--- src/rtl/ecc_log_pkg.sv ---
package ecc_log_pkg;
  localparam int REG_AW = 8;
  localparam int REG_DW = 8;
  localparam logic [REG_AW-1:0] SYN_OFF = 8'h86;
  localparam logic [REG_AW-1:0] STS_OFF = 8'h88;
  localparam logic [REG_AW-1:0] EA_OFF  = 8'h8C;
  localparam int EA_BYTES = 4;
  localparam int BLK_SHIFT = 12;   // 4-KB granularity
  localparam int EA_FIELD_W = 29;  // bits 29:1 of the address register

  typedef struct packed {
    logic capture;                 // load syndrome and block number
  } logStrobe_t;
endpackage

--- src/rtl/ecc_log_ctrl.sv ---
module ecc_log_ctrl
  import ecc_log_pkg::*;
(
  input  logic              clk,
  input  logic              rstN,
  input  logic              errStrobe,
  input  logic              errSingle,
  input  logic              errMulti,
  input  logic              wrEn,
  input  logic [REG_AW-1:0] wrAddr,
  input  logic [REG_DW-1:0] wrData,
  output logStrobe_t        strobe,
  output logic              sbeFlag,
  output logic              mbeFlag
);
  logic evValid, evMulti, stsWr;
  logic sbeKeep, mbeKeep, lockedKeep;
  logic unusedWrBits;

  assign unusedWrBits = ^wrData[REG_DW-1:2];

  // A strobe needs at least one type; multi-bit wins when both are given.
  assign evValid = errStrobe & (errSingle | errMulti);
  assign evMulti = errMulti;

  // Write-one-to-clear is applied before the new event is judged.
  assign stsWr      = wrEn && (wrAddr == STS_OFF);
  assign sbeKeep    = sbeFlag & ~(stsWr & wrData[0]);
  assign mbeKeep    = mbeFlag & ~(stsWr & wrData[1]);
  assign lockedKeep = sbeKeep | mbeKeep;

  always_comb begin
    strobe = '0;
    strobe.capture = evValid & (~lockedKeep | (evMulti & ~mbeKeep));
  end

  always_ff @(posedge clk) begin
    if (!rstN) begin
      sbeFlag <= 1'b0;
      mbeFlag <= 1'b0;
    end else begin
      sbeFlag <= sbeKeep | (strobe.capture & ~evMulti);
      mbeFlag <= mbeKeep | (strobe.capture &  evMulti);
    end
  end
endmodule

--- src/rtl/ecc_log_dp.sv ---
module ecc_log_dp
  import ecc_log_pkg::*;
#(
  parameter int PA_W  = 41,
  parameter int SYN_W = 8,
  localparam int BLK_W = PA_W - BLK_SHIFT
) (
  input  logic              clk,
  input  logic              rstN,
  input  logStrobe_t        strobe,
  input  logic [SYN_W-1:0]  errSyndrome,
  input  logic [PA_W-1:0]   errAddr,
  input  logic              sbeFlag,
  input  logic              mbeFlag,
  input  logic [REG_AW-1:0] rdAddr,
  output logic [REG_DW-1:0] rdData,
  output logic [SYN_W-1:0]  synLog,
  output logic [BLK_W-1:0]  blkLog
);
  logic [8*EA_BYTES-1:0] eaWord;
  logic [REG_DW-1:0]     laneData [EA_BYTES];
  logic [EA_BYTES-1:0]   laneHit;
  logic                  unusedLowAddr;

  assign unusedLowAddr = ^errAddr[BLK_SHIFT-1:0];

  always_ff @(posedge clk) begin
    if (!rstN) begin
      synLog <= '0;
      blkLog <= '0;
    end else if (strobe.capture) begin
      synLog <= errSyndrome;
      blkLog <= errAddr[PA_W-1:BLK_SHIFT];
    end
  end

  // Reserved bits 31:30 and 0 stay zero; unused upper field bits too.
  always_comb begin
    eaWord = '0;
    eaWord[BLK_W:1] = blkLog;
  end

  for (genvar i = 0; i < EA_BYTES; i++) begin : gLane
    assign laneHit[i]  = (rdAddr == EA_OFF + REG_AW'(i));
    assign laneData[i] = eaWord[8*i +: 8];
  end

  always_comb begin
    rdData = '0;
    if (rdAddr == SYN_OFF) rdData[SYN_W-1:0] = synLog;
    if (rdAddr == STS_OFF) rdData[1:0] = {mbeFlag, sbeFlag};
    for (int i = 0; i < EA_BYTES; i++)
      if (laneHit[i]) rdData = laneData[i];
  end
endmodule

--- src/rtl/ecc_err_logger.sv ---
module ecc_err_logger
  import ecc_log_pkg::*;
#(
  parameter int PA_W  = 41,
  parameter int SYN_W = 8
) (
  input  logic              clk,
  input  logic              rstN,
  input  logic              errStrobe,
  input  logic              errSingle,
  input  logic              errMulti,
  input  logic [SYN_W-1:0]  errSyndrome,
  input  logic [PA_W-1:0]   errAddr,
  input  logic              wrEn,
  input  logic [7:0]        wrAddr,
  input  logic [7:0]        wrData,
  input  logic [7:0]        rdAddr,
  output logic [7:0]        rdData
);
  localparam int BLK_W = PA_W - BLK_SHIFT;

  logStrobe_t       strobe;
  logic             sbeFlag, mbeFlag;
  logic [SYN_W-1:0] synLog;
  logic [BLK_W-1:0] blkLog;

  ecc_log_ctrl u_ctrl (
    .clk(clk), .rstN(rstN),
    .errStrobe(errStrobe), .errSingle(errSingle), .errMulti(errMulti),
    .wrEn(wrEn), .wrAddr(wrAddr), .wrData(wrData),
    .strobe(strobe), .sbeFlag(sbeFlag), .mbeFlag(mbeFlag)
  );

  ecc_log_dp #(.PA_W(PA_W), .SYN_W(SYN_W)) u_dp (
    .clk(clk), .rstN(rstN), .strobe(strobe),
    .errSyndrome(errSyndrome), .errAddr(errAddr),
    .sbeFlag(sbeFlag), .mbeFlag(mbeFlag),
    .rdAddr(rdAddr), .rdData(rdData),
    .synLog(synLog), .blkLog(blkLog)
  );
endmodule

--- config.mk ---
export PLATFORM = sky130hd
export DESIGN_NAME = ecc_err_logger
export DESIGN_NICKNAME = d
export VERILOG_FILES = /design/src/rtl/ecc_log_pkg.sv /design/src/rtl/ecc_log_ctrl.sv /design/src/rtl/ecc_log_dp.sv /design/src/rtl/ecc_err_logger.sv
export SDC_FILE = /design/constraint.sdc
export NUM_CORES = 1
export LEC_CHECK = 0
export BUFFER_PORTS_ARGS = -buffer_cell sky130_fd_sc_hd__buf_2
export CORE_ASPECT_RATIO = 1.75
export CORE_MARGIN = 5
export CORE_UTILIZATION = 43
export DETAILED_ROUTE_END_ITERATION = 6
export PLACE_DENSITY = 0.84
export SLEW_MARGIN = 20
export SYNTH_ARGS = -nofsm -noshare
export SYNTH_HDL_FRONTEND = slang
export SYNTH_SLANG_ARGS = --single-unit
--- constraint.sdc ---
create_clock -name clk -period 2.2 [get_ports clk]
set_input_delay 0.55 -clock clk [delete_from_list [all_inputs] [get_ports clk]]
set_output_delay 0.55 -clock clk [all_outputs]
set_load 0.01 [all_outputs]
# Yosys cells after proc, flatten, opt, wreduce, memory -nomap -nowiden
# Index checks and enable logic that the tools add are counted.
# Widths: inputs -> output; s select.
[classes] bitwise=19 eq_ne=7 n_reduce_logical=1 mux=6
[ops] op="$eq 8x8->1 const B" n=7
[ops] op="$mux 8" n=5
[ops] op="$and 1x1->1" n=9
[ops] op="$not 1->1" n=5
[ops] op="$or 1x1->1" n=5
[ops] op="$mux 2" n=1
[ops] op="$logic_and 1x1->1" n=1
[word_totals] input_bits=79 out_inout_bits=8 ff_bits=39

# Logic depth before layout (Yosys ltp)
[depth] word_depth=11 depth_mapped=6 depth_no_buf=4

# Cells and area by module
# Synthesis repeated with hierarchy kept, for this count alone.
[hier_totals] hier_cells=211 area_unflattened_um2=2060.7
[modules_own_cells] module="ecc_log_dp" instances=1 cells_per_inst=192 seq_area_each_um2=740.7 area_per_inst_um2=1875.5
[modules_own_cells] module="ecc_log_ctrl" instances=1 cells_per_inst=19 seq_area_each_um2=40.0 area_per_inst_um2=185.2

# Least setup slack after synthesis
# No wires, ideal clock.
[synth_timing] path_type="input to output" start="in rdAddr[5]" end="out rdData[7]" t_required_ns=1.650 path_stages=4 slack_ns=-0.059 n_path_buf=0 arrival_ns=1.709 path_cell_list="or3b_1 > a2111oi_0 > a31oi_1 > o2bb2ai_1"
[synth_via] elab_chain_len=6 word_cells_on_any_way=10 classes_between="5 x eq/ne; 5 x mux"
[synth_lines] element="start, declared" line="ecc_err_logger.sv:17" rtl="input logic [7:0] rdAddr,"
[synth_lines] element="$eq 8x8->1" line="ecc_log_dp.sv:50" rtl="if (rdAddr == SYN_OFF) rdData[SYN_W-1:0] = synLog;"
[synth_lines] element="$mux 8" line="ecc_log_dp.sv:50"
[synth_lines] element="$mux 8 (3 in series)" line="ecc_log_dp.sv:53" rtl="if (laneHit[i]) rdData = laneData[i];"
[synth_lines] element="$mux 8 (*)" line="ecc_log_dp.sv:53"
[synth_lines] element="end, declared" line="ecc_err_logger.sv:18" rtl="output logic [7:0] rdData"
# Mark *: on every way between the ends. The rest lies on a longest branch, timed or not.

# Worst setup path after layout
[layout_timing] start="in rdAddr[5]" end="out rdData[1]"
[layout_via] elab_chain_len=7 word_cells_on_any_way=12 classes_between="6 x eq/ne; 6 x mux"
[layout_lines] element="$eq 8x8->1" line="ecc_log_dp.sv:50"
[layout_lines] element="$mux 8" line="ecc_log_dp.sv:50"
[layout_lines] element="$mux 2" line="ecc_log_dp.sv:51" rtl="if (rdAddr == STS_OFF) rdData[1:0] = {mbeFlag, sbeFlag};"
[layout_lines] element="$mux 8 (3 in series)" line="ecc_log_dp.sv:53"
[layout_lines] element="$mux 8 (*)" line="ecc_log_dp.sv:53"
# Marks and branches as above.

==> reports/qor.txt <==
Status: finished, violations left
Failing checks: negative setup slack
Mapped Nets: 327
Ant. Diodes: 0
Worst path bufs/invs: 2
Sequential power share: 51.0%
Final hold violation count: 0
Levels on crit path: 6
Cells after synthesis: 248
Root Buffer Master: clkbuf_8
First-pass GRT wire length: 8970 µm
CTS Buffer Depth: 2
Post-synth top area cell: dfxtp_1
Leakage: 1.20 nW
Vias in the first global route: 2054
Total CTS buffers: 5
DR WL/cell: 14.9 µm
P&R area growth vs syn: 32.2%
Synth top area share: 37.7%
Largest net degree at the start of global routing: 55
Clock Sinks: 39
Tmin final: 2.48 ns
Slowest cell on the critical path: or3b_4
RSZ-0062 raised after global routing: yes
Worst setup EP type: output pin
Antenna viol nets, final: 0
Num ports: 87
Nets: 402
Ys async rst share: 0%
CTS tree: built
CP arrival: 1.93 ns
Busiest layer in global routing: met2
Starting density of the core: 44.4%
GRT met2 Usage: 34.6%
P_int: 0.00111 W
Vias: 1993
Pre-CTS setup slack: -0.344 ns
CTS clock-pin slew for the worst setup and hold paths: 0.08 ns
Total length of routed wires: 5620 µm
Initial drt markers: 67
Psw: 0.000412 W
Synth cell types: 39
Total gr overflow: 0
Clock Skew: 0.00631 ns
Delay-heaviest family, CP: simple AND/OR/NAND/NOR gates
CP peak stage delay: 0.40 ns
Detailed placer's ending HPWL: 4100 µm
RD Place Congestion: 0.860
Net Sw Frac: 27.1%
Core Region: 4670 µm²
WS Path Type: primary input to output pin
VDD IR max: 474 µV
Die height: 102 µm
Clk pwr share: 30.7%
GRT Total Usage: 17.7%
Top cells by area, synth: dfxtp_1 38%, mux2i_1 20%, nand2_1 15%
Worst-path cell chain: buf_6 -> or3b_4 -> or3_4 -> o21bai_1 -> a32oi_2 -> buf_2
Final period util: 113%
Final Worst Setup Slack: -0.281 ns
Post-synth EDFFs: 0
Sequential fraction of the synthesis area: 37.7%
Grt met3 use: 4.51%
Min-Delay Path Class: register to register
Worst rel slew slack: 69.9%
Req. time, crit path: 1.65 ns
Vias per cell: 5.30
Total Power: 0.00152 W
Worst r2r path cells: 5
Clk_lat worst skew: 0.29 ns
Die Footprint: 6360 µm²
WHS Path Cells: 2
GRT met1 Usage: 16.3%
Top_reg_cell synth: dfxtp_1
Initial antenna violation count: 0
DIE WIDTH: 62.5 µm
Drt first pass iters: 4
Critical Path Start Type: primary input
Placed Cells incl. Taps: 362
Pins over their slew limit: 0
Fin util: 58.7%
PwrDens: 556 nW/µm²
Synthesized flop and latch total: 39
Cell area after layout: 2740 µm²
Mapped cell area: 2070 µm²
Residual DRC: 0
# hold bufs at CTS: 0
H-tree depth: 2
Peak Freq: 403 MHz
Share of cells above drive strength 1: 34.0%
I/O Buffers: 68
Logic pwr share: 18.3%
CP max FO: 2
Ys Warns: 0
Tightest Pin Transition: 0.445 ns
Post-DP Area: 2520 µm²
Num rows: 33
Finished Layout Cells: 376
Max Cap Viol: 0
Synthesized area per cell: 8.35 µm²
Setup Viol. Count Final: 6
## path summary, 6_finish.rpt
| path | slack, ns | from | to |
|---|---|---|---|
| min | 0.46 | u_dp.blkLog[19]$_SDFFE_PN0P_ | u_dp.blkLog[19]$_SDFFE_PN0P_ |
| max reg2reg | 0.63 | u_ctrl.sbeFlag$_SDFF_PN0_ | u_dp.blkLog[7]$_SDFFE_PN0P_ |
| max | -0.28 | rdAddr[5] | rdData[1] |
| min reg2reg | 0.46 | u_dp.blkLog[19]$_SDFFE_PN0P_ | u_dp.blkLog[19]$_SDFFE_PN0P_ |
## routing by layer
metal | wire (µm) | up-vias
li1 | - | 999
met1 | 2080 | 915
met2 | 3000 | 65
met3 | 353 | 14
met4 | 194 | 0
met5 | 0 | -
## cells by family after synthesis
group                  after synthesis  synth area share, %
and+or+nand+nor                    106                 22.6
muxes                               44                 21.4
DFF                                 39                 37.7
AOI/OAI and AO/OA                   34                 12.1
buffers and inverters               25                 6.16
## cells in the final DEF (no fill, tap or decap), types with 3 or more instances in the layout
cell,instances
buf_2,66
buf_4,15
buf_6,4
clkbuf_8,5
dfxtp_1,39
inv_1,6
mux2i_1,42
nand2_1,81
nor2b_1,5
nor3b_1,3
o21ai_0,8
## power by group through the flow
stage | Clock (W) | Sequential, W | Combinational, W
6_report | 0.000468 | 0.000777 | 0.000278
5_1_grt | 0.000500 | 0.000779 | 0.000304
4_1_cts | 0.000476 | 0.000776 | 0.000270
3_5_place_dp | 0 | 0.000791 | 0.000256
3_3_place_gp | 0 | 0.000790 | 0.000248
2_1_floorplan | 0 | 0.000780 | 0.000166
## per-stage QoR
stage	setup TNS, ns	hold WS (ns)
after floorplan	-0.0175	0.430
after global placement	-1.26	0.441
after detailed placement	-1.26	0.450
after CTS	-1.02	0.460
after global routing	-1.39	0.486
final	-1.19	0.460
## worst min-delay path, stage by stage (launching register included)
cell and delay (ns):
dfxtp_1 0.31, nand2_1 0.05, mux2i_1 0.05
## cell type report
type	instances	area, µm²
timing repair buffer	87	528
inverter	6	22.5
sequential	39	781
fill	439	1930
tap	52	65.1
multi-input combinational	184	1260
clock buffer	7	76.3
clock inverter	1	5.00
## registers in the layout, summed over array words and instances (netlist names)
| signal | count |
|---|---|
| u_ctrl.mbeFlag | 1 |
| u_dp.synLog | 8 |
| u_ctrl.sbeFlag | 1 |
| u_dp.blkLog | 29 |
## what timing repair did
action                     CTS  global route
gates resized for setup     16             3
setup endpoints to repair    6             8
buffers inserted             3             3
pin swaps                    5             0
## Yosys cell counts, types with 2 or more instances
library cell  count
a21o_1            2
a21oi_1           2
a32oi_1           4
and3_1            3
buf_1             2
buf_8             2
clkbuf_1         13
dfxtp_1          39
inv_1             6
mux2_2            2
mux2i_1          42
nand2_1          81
nand2b_1          2
nor2_1            3
nor2b_1           5
nor3_1            2
nor3b_1           4
o21ai_0           9
o221ai_1          2
o22ai_1           2
o2bb2ai_1         2
or3_1             2
No activity file was read; power rests on OpenSTA's default activity.
